**config.mk**
```make
export PLATFORM = sky130hd
export DESIGN_NAME = fcvt_packed_f2i
export DESIGN_NICKNAME = d
export VERILOG_FILES = /design/src/rtl/fcvt_pkg.sv /design/src/rtl/fcvt_mode_decode.sv /design/src/rtl/fcvt_lane_trunc.sv /design/src/rtl/fcvt_lane_pack.sv /design/src/rtl/fcvt_packed_f2i.sv
export SDC_FILE = /design/constraint.sdc
export NUM_CORES = 1
export LEC_CHECK = 0
export CAP_MARGIN = 20
export CELL_PAD_IN_SITES_DETAIL_PLACEMENT = 1
export CELL_PAD_IN_SITES_GLOBAL_PLACEMENT = 1
export CORE_MARGIN = 4
export CORE_UTILIZATION = 30
export CTS_BUF_LIST = sky130_fd_sc_hd__clkbuf_16
export DETAILED_ROUTE_END_ITERATION = 7
export DONT_BUFFER_PORTS = 1
export HOLD_SLACK_MARGIN = 0.08
export PLACE_DENSITY = 0.66
export SLEW_MARGIN = 20
export SYNTH_ARGS = -nofsm -noshare
export SYNTH_HDL_FRONTEND = slang
export SYNTH_SLANG_ARGS = --single-unit
```
**constraint.sdc**
```tcl
create_clock -name clk -period 1.7 [get_ports clk]
set_input_delay 0.34 -clock clk [delete_from_list [all_inputs] [get_ports clk]]
set_output_delay 0.34 -clock clk [all_outputs]
set_load 0.01 [all_outputs]
```
**src/rtl/fcvt_pkg.sv**
```systemverilog
package fcvt_pkg;

    localparam logic [7:0] SUF_NARROW = 8'h1C;
    localparam logic [7:0] SUF_WIDE   = 8'h1D;

    typedef enum logic [1:0] {
        MODE_NONE   = 2'd0,
        MODE_NARROW = 2'd1,
        MODE_WIDE   = 2'd2
    } mode_e;

endpackage

```
**src/rtl/fcvt_mode_decode.sv**
```systemverilog
module fcvt_mode_decode
    import fcvt_pkg::*;
(
    input  logic [7:0] suffix,
    output mode_e      mode
);

    always_comb begin
        case (suffix)
            SUF_NARROW: mode = MODE_NARROW;
            SUF_WIDE:   mode = MODE_WIDE;
            default:    mode = MODE_NONE;
        endcase
    end

endmodule

```
**src/rtl/fcvt_lane_trunc.sv**
```systemverilog
// One float lane truncated toward zero into a signed OUT_W integer with clamping.
module fcvt_lane_trunc #(
    parameter int EXP_W = 8,
    parameter int MAN_W = 23,
    parameter int OUT_W = 16
) (
    input  logic [EXP_W+MAN_W:0] flt,
    output logic [OUT_W-1:0]     res
);

    localparam int SIG_W   = MAN_W + 1;
    localparam int EXT_W   = SIG_W + OUT_W;
    localparam int BIAS    = (1 << (EXP_W - 1)) - 1;
    localparam int SAT_EXP = BIAS + OUT_W - 1;

    logic             sgn;
    logic [EXP_W-1:0] ex;
    logic [MAN_W-1:0] mn;
    logic             sat;
    logic [EXT_W-1:0] ext;
    logic [OUT_W-1:0] mag;

    assign sgn = flt[EXP_W+MAN_W];
    assign ex  = flt[EXP_W+MAN_W-1:MAN_W];
    assign mn  = flt[MAN_W-1:0];

    always_comb begin
        // all-ones exponent (inf/NaN) or magnitude at/over 2^(OUT_W-1) clamps
        sat = (ex == '1) || (ex >= EXP_W'(SAT_EXP));
        ext = '0;
        mag = '0;
        if (!sat && (ex >= EXP_W'(BIAS))) begin
            ext = EXT_W'({1'b1, mn}) << (ex - EXP_W'(BIAS));
            mag = ext[MAN_W +: OUT_W];
        end
        if (sat)
            res = sgn ? {1'b1, {(OUT_W-1){1'b0}}} : {1'b0, {(OUT_W-1){1'b1}}};
        else
            res = sgn ? (~mag + 1'b1) : mag;
    end

endmodule

```
**src/rtl/fcvt_lane_pack.sv**
```systemverilog
module fcvt_lane_pack
    import fcvt_pkg::*;
#(
    parameter int LANE_W   = 32,
    parameter int NARROW_W = 16
) (
    input  mode_e               mode,
    input  logic [NARROW_W-1:0] n_res,
    input  logic [LANE_W-1:0]   w_res,
    output logic [LANE_W-1:0]   lane_out
);

    always_comb begin
        unique case (mode)
            MODE_NARROW: lane_out = LANE_W'(n_res);
            MODE_WIDE:   lane_out = w_res;
            default:     lane_out = '0;
        endcase
    end

endmodule

```
**src/rtl/fcvt_packed_f2i.sv**
```systemverilog
module fcvt_packed_f2i
    import fcvt_pkg::*;
#(
    parameter int LANES    = 2,
    parameter int EXP_W    = 8,
    parameter int MAN_W    = 23,
    parameter int NARROW_W = 16
) (
    input  logic                          clk,
    input  logic                          rst_n,
    input  logic                          in_valid,
    input  logic [7:0]                    in_suffix,
    input  logic [LANES*(1+EXP_W+MAN_W)-1:0] in_operand,
    output logic                          out_valid,
    output logic [LANES*(1+EXP_W+MAN_W)-1:0] out_result
);

    localparam int LANE_W = 1 + EXP_W + MAN_W;
    localparam int DATA_W = LANES * LANE_W;

    mode_e             mode;
    logic [DATA_W-1:0] next_result;

    fcvt_mode_decode u_dec (
        .suffix (in_suffix),
        .mode   (mode)
    );

    for (genvar g = 0; g < LANES; g++) begin : g_lane
        logic [NARROW_W-1:0] n_res;
        logic [LANE_W-1:0]   w_res;

        fcvt_lane_trunc #(.EXP_W(EXP_W), .MAN_W(MAN_W), .OUT_W(NARROW_W)) u_narrow (
            .flt (in_operand[g*LANE_W +: LANE_W]),
            .res (n_res)
        );

        fcvt_lane_trunc #(.EXP_W(EXP_W), .MAN_W(MAN_W), .OUT_W(LANE_W)) u_wide (
            .flt (in_operand[g*LANE_W +: LANE_W]),
            .res (w_res)
        );

        fcvt_lane_pack #(.LANE_W(LANE_W), .NARROW_W(NARROW_W)) u_pack (
            .mode     (mode),
            .n_res    (n_res),
            .w_res    (w_res),
            .lane_out (next_result[g*LANE_W +: LANE_W])
        );

        // a positive lane never yields a negative narrow value
        p_sign_keep_r2: assert property (@(posedge clk) disable iff (!rst_n)
            !in_operand[g*LANE_W + LANE_W - 1] |-> !n_res[NARROW_W-1]);

        // narrow mode leaves the upper half of each lane clear
        p_upper_zero_r5: assert property (@(posedge clk) disable iff (!rst_n)
            (in_valid && in_suffix == SUF_NARROW)
            |=> out_result[g*LANE_W + NARROW_W +: LANE_W-NARROW_W] == '0);
    end

    always_ff @(posedge clk or negedge rst_n) begin
        if (!rst_n) begin
            out_valid <= 1'b0;
        end else begin
            out_valid <= in_valid;
        end
    end

    always_ff @(posedge clk or negedge rst_n) begin
        if (!rst_n) begin
            out_result <= '0;
        end else if (in_valid) begin
            out_result <= next_result;
        end
    end

    p_valid_lat_r9: assert property (@(posedge clk) disable iff (!rst_n)
        in_valid |=> out_valid);

    p_hold_r9: assert property (@(posedge clk) disable iff (!rst_n)
        !in_valid |=> (!out_valid && out_result == $past(out_result)));

    p_unknown_zero_r10: assert property (@(posedge clk) disable iff (!rst_n)
        (in_valid && in_suffix != SUF_NARROW && in_suffix != SUF_WIDE)
        |=> (out_valid && out_result == '0));

endmodule

```
==> results.toml <==
[drt]
drtIter0Drc = 1577
num_vias = 16764
dr.pass1.iters = 7
avgRoutedWirePerCell_um = 27.5
ant_nets = 0
wirelength_mm = 72.9
dr_wl_met3_mm = 6.34
remaining_drc_errors = 0
met1Wirelength_mm = 29.9
topRoutingLayerUsed = "met4"
via_per_inst = 6.32
wl_met2_mm = 33.7

[sta]
tightest_slew_ps = 679
rsz0062_at_grt = "true"
postLayoutSetupSlackWorst_ps = -1780
fin_skew_ps = 0
setup_viol = 64
clock.fmax_mhz = 287
final_hold_viol_count = 65
slew_violations = 0
final.min_clock_period_ps = 3480
hold_slack_ps = -325
fin_crit_sh_pct = 205
relSlewSlack_pct = 54.4

[synth]
synthCells = 1554
synth_area_per_cell_um2 = 7.47
ys.flop_type = "dfrtp_1"
ys_warn_count = 0
postSynth.asyncResetShare_pct = 100
ys_types = 104
ys_seq_area_share_pct = 14.0
syn_nets = 1639
synth_edf_count = 0
ys_ff_latch = 65
netlist_area_mm2 = 0.0116
synth.area.top_cells = "dfrtp_1 14%, mux2i_1 6.2%, mux4_2 6.0%"
synth_top_cell_by_area = "dfrtp_1"
synth_top_area_share_pct = 14.0

[grt]
grt_start_max_net_pins = 66
grt_pass1_vias = 17020
antenna_found_initial = 0
gr-usage-all-layers_pct = 31.9
grt_pass1_wl_mm = 105
grt_overflow = 0

[setup_path]
r2r_slack_ps = 150
ff2ff_path_depth = 5
end_kind = "flip-flop"
cp_data_required_time_ps = 1920
path_max_fanout = 59
critPathLaunchType = "primary input"
path_class = "primary input to flip-flop"
worstReg2RegEnd = "out_result[13]"
r2r_start = "out_result[13]"
cp.arrival_ps = 3700

[power]
p_per_area_mw_per_mm2 = 472
power_w = 0.00929
p_switching_w = 0.00387
clockPowerShare_pct = 21.8
irDropWorstVdd_v = 0.000411
p_seq_share_pct = 16.7
combPwrFrac_pct = 61.6
switching_share_pct = 41.6
p_int_w = 0.00542
p_leak_nw = 8.41

[die]
die-area_mm2 = 0.0419
fp-row-count = 71
io_pins = 140
die_w_um = 205
core-area_mm2 = 0.0379
fp.dieH_um = 205
start_util_pct = 30.6

[outcome]
violations = "hold timing, setup timing"
run_status = "finished, violations left"

[clock_tree]
postCtsHoldBufs = 2
clock_path_buffers = 2
cts_tree = "yes"
clockRootBuffer = "clkbuf_16"
cts_max_level = 3
clock_latency_ps = 350
cts_sinks = 65
clkSlewWorstSetupHoldPaths_ps = 60
cts-buffers-inserted = 9

[finish]
area_growth_pct = 69.4
nets = 2220
fill_cells = 4484
fin_util_pct = 51.8
fin_area_mm2 = 0.0197
drive_above_1_share_pct = 50.1
diodes = 0
fin_cells = 2651

[placed_design]
port-buffer-count = 0
dpl.hpwl_mm = 52.0
gp_congestion = 0.981
dp_cells = 2548
placed_cell_area_mm2 = 0.0168
dp_slack_ps = -2580

[min_path]
hp-class = "primary input to asynchronous set/reset pin"

[run]
maxCapViolations = 0
[layout by cell type (no fill, tap or decap), types with 36 or more instances in the layout]
cell      instances
a21oi_1          93
buf_4           616
buf_6            59
dfrtp_1          65
mux2i_1          62
nand2_1         144
nand3_1          61
nor2_1          107
nor3_1           44
o211ai_1         36
o21ai_0          61
[synthesized netlist by cell type, types with 15 or more instances]
| master | instances |
|---|---|
| a211oi_1 | 26 |
| a21oi_1 | 112 |
| a31oi_1 | 21 |
| and2_1 | 16 |
| and3_1 | 18 |
| buf_2 | 32 |
| clkbuf_1 | 68 |
| dfrtp_1 | 65 |
| inv_1 | 29 |
| mux2_2 | 28 |
| mux2i_1 | 72 |
| mux4_2 | 31 |
| nand2_1 | 158 |
| nand2b_1 | 21 |
| nand3_1 | 77 |
| nand4_1 | 33 |
| nor2_1 | 115 |
| nor3_1 | 59 |
| nor4_1 | 20 |
| o211ai_1 | 36 |
| o21ai_0 | 90 |
| o22ai_1 | 16 |
| o31ai_1 | 17 |
| or3_1 | 15 |
| xnor2_1 | 17 |
[repair_timing]
| item | 4_1_cts | 5_1_grt |
|---|---|---|
| endpoints found under the hold margin | 67 | 65 |
| endpoints found under the setup margin | 64 | 64 |
| gates resized for setup | 230 | 140 |
| cloned | 2 | 0 |
| buffers inserted | 59 | 32 |
| pin swaps | 97 | 91 |
[how the worst max path moves through the flow]
stage / slack (ps) / end / start
floorplan: -2200 / out_result[54] / in_operand[55]
global placement: -2420 / out_result[45] / in_operand[55]
detailed placement: -2580 / out_result[46] / in_operand[55]
CTS: -1630 / out_result[57] / in_operand[55]
global route: -1860 / out_result[10] / in_operand[23]
finish: -1780 / out_result[10] / in_operand[23]
[sequential cells by signal, indices dropped and copies added (netlist names)]
| register | count |
|---|---|
| out_valid | 1 |
| out_result | 64 |
[final cells by class]
class / instances / area, um2 / area share [%]
tap: 511 / 639 / 3.25
sequential: 65 / 1630 / 8.27
clock inverter: 7 / 70.1 / 0.356
inverter: 32 / 156 / 0.796
multi-input combinational: 1332 / 11300 / 57.5
timing repair buffer: 695 / 5640 / 28.7
clock buffer: 9 / 225 / 1.15
[through the flow]
step | TNS (ps) | hold slack, ps
floorplan | -117630 | 44.4
global placement | -137840 | 47.0
detailed placement | -144960 | 46.9
CTS | -91340 | -337
global route | -102980 | -332
finish | -96800 | -325
[critical path, cell delays in order]
cell,delay (ps)
ha_4,170
xor2_4,200
buf_12,140
buf_8,120
buf_6,120
mux2i_4,190
a32oi_2,230
nand4_1,220
a211oi_4,390
nand2_2,140
ha_4,190
and3_4,140
a41o_1,250
buf_6,130
nor2b_4,140
a31oi_1,230
nor2b_4,230
o221ai_1,110
[cell families after synthesis]
kind of cell,count (synthesis),synth area share [%]
AO/OA/AOI/OAI,548,34.0
XOR/XNOR,28,2.24
adder cells (fa/ha/maj),10,1.08
buffers and inverters,159,6.43
flip-flops,65,14.0
multiplexers,141,16.0
AND/OR/NAND/NOR,603,26.2
[power groups by stage]
stage | sequential [W] | combinational [W] | clock, W
after detailed placement | 0.00158 | 0.00450 | 0
after CTS | 0.00155 | 0.00509 | 0.00204
final | 0.00155 | 0.00572 | 0.00202
after global placement | 0.00158 | 0.00440 | 0
after floorplan | 0.00158 | 0.00249 | 0
after global routing | 0.00155 | 0.00596 | 0.00208
[routing by layer]
layer  GRT usage, %  vias to the layer above
li1               -                     7286
met5              0                        -
met2           51.6                      860
met4           9.62                        0
met1           42.4                     8388
met3           7.25                      230
Note: power is estimated with default switching activity, not from simulation.
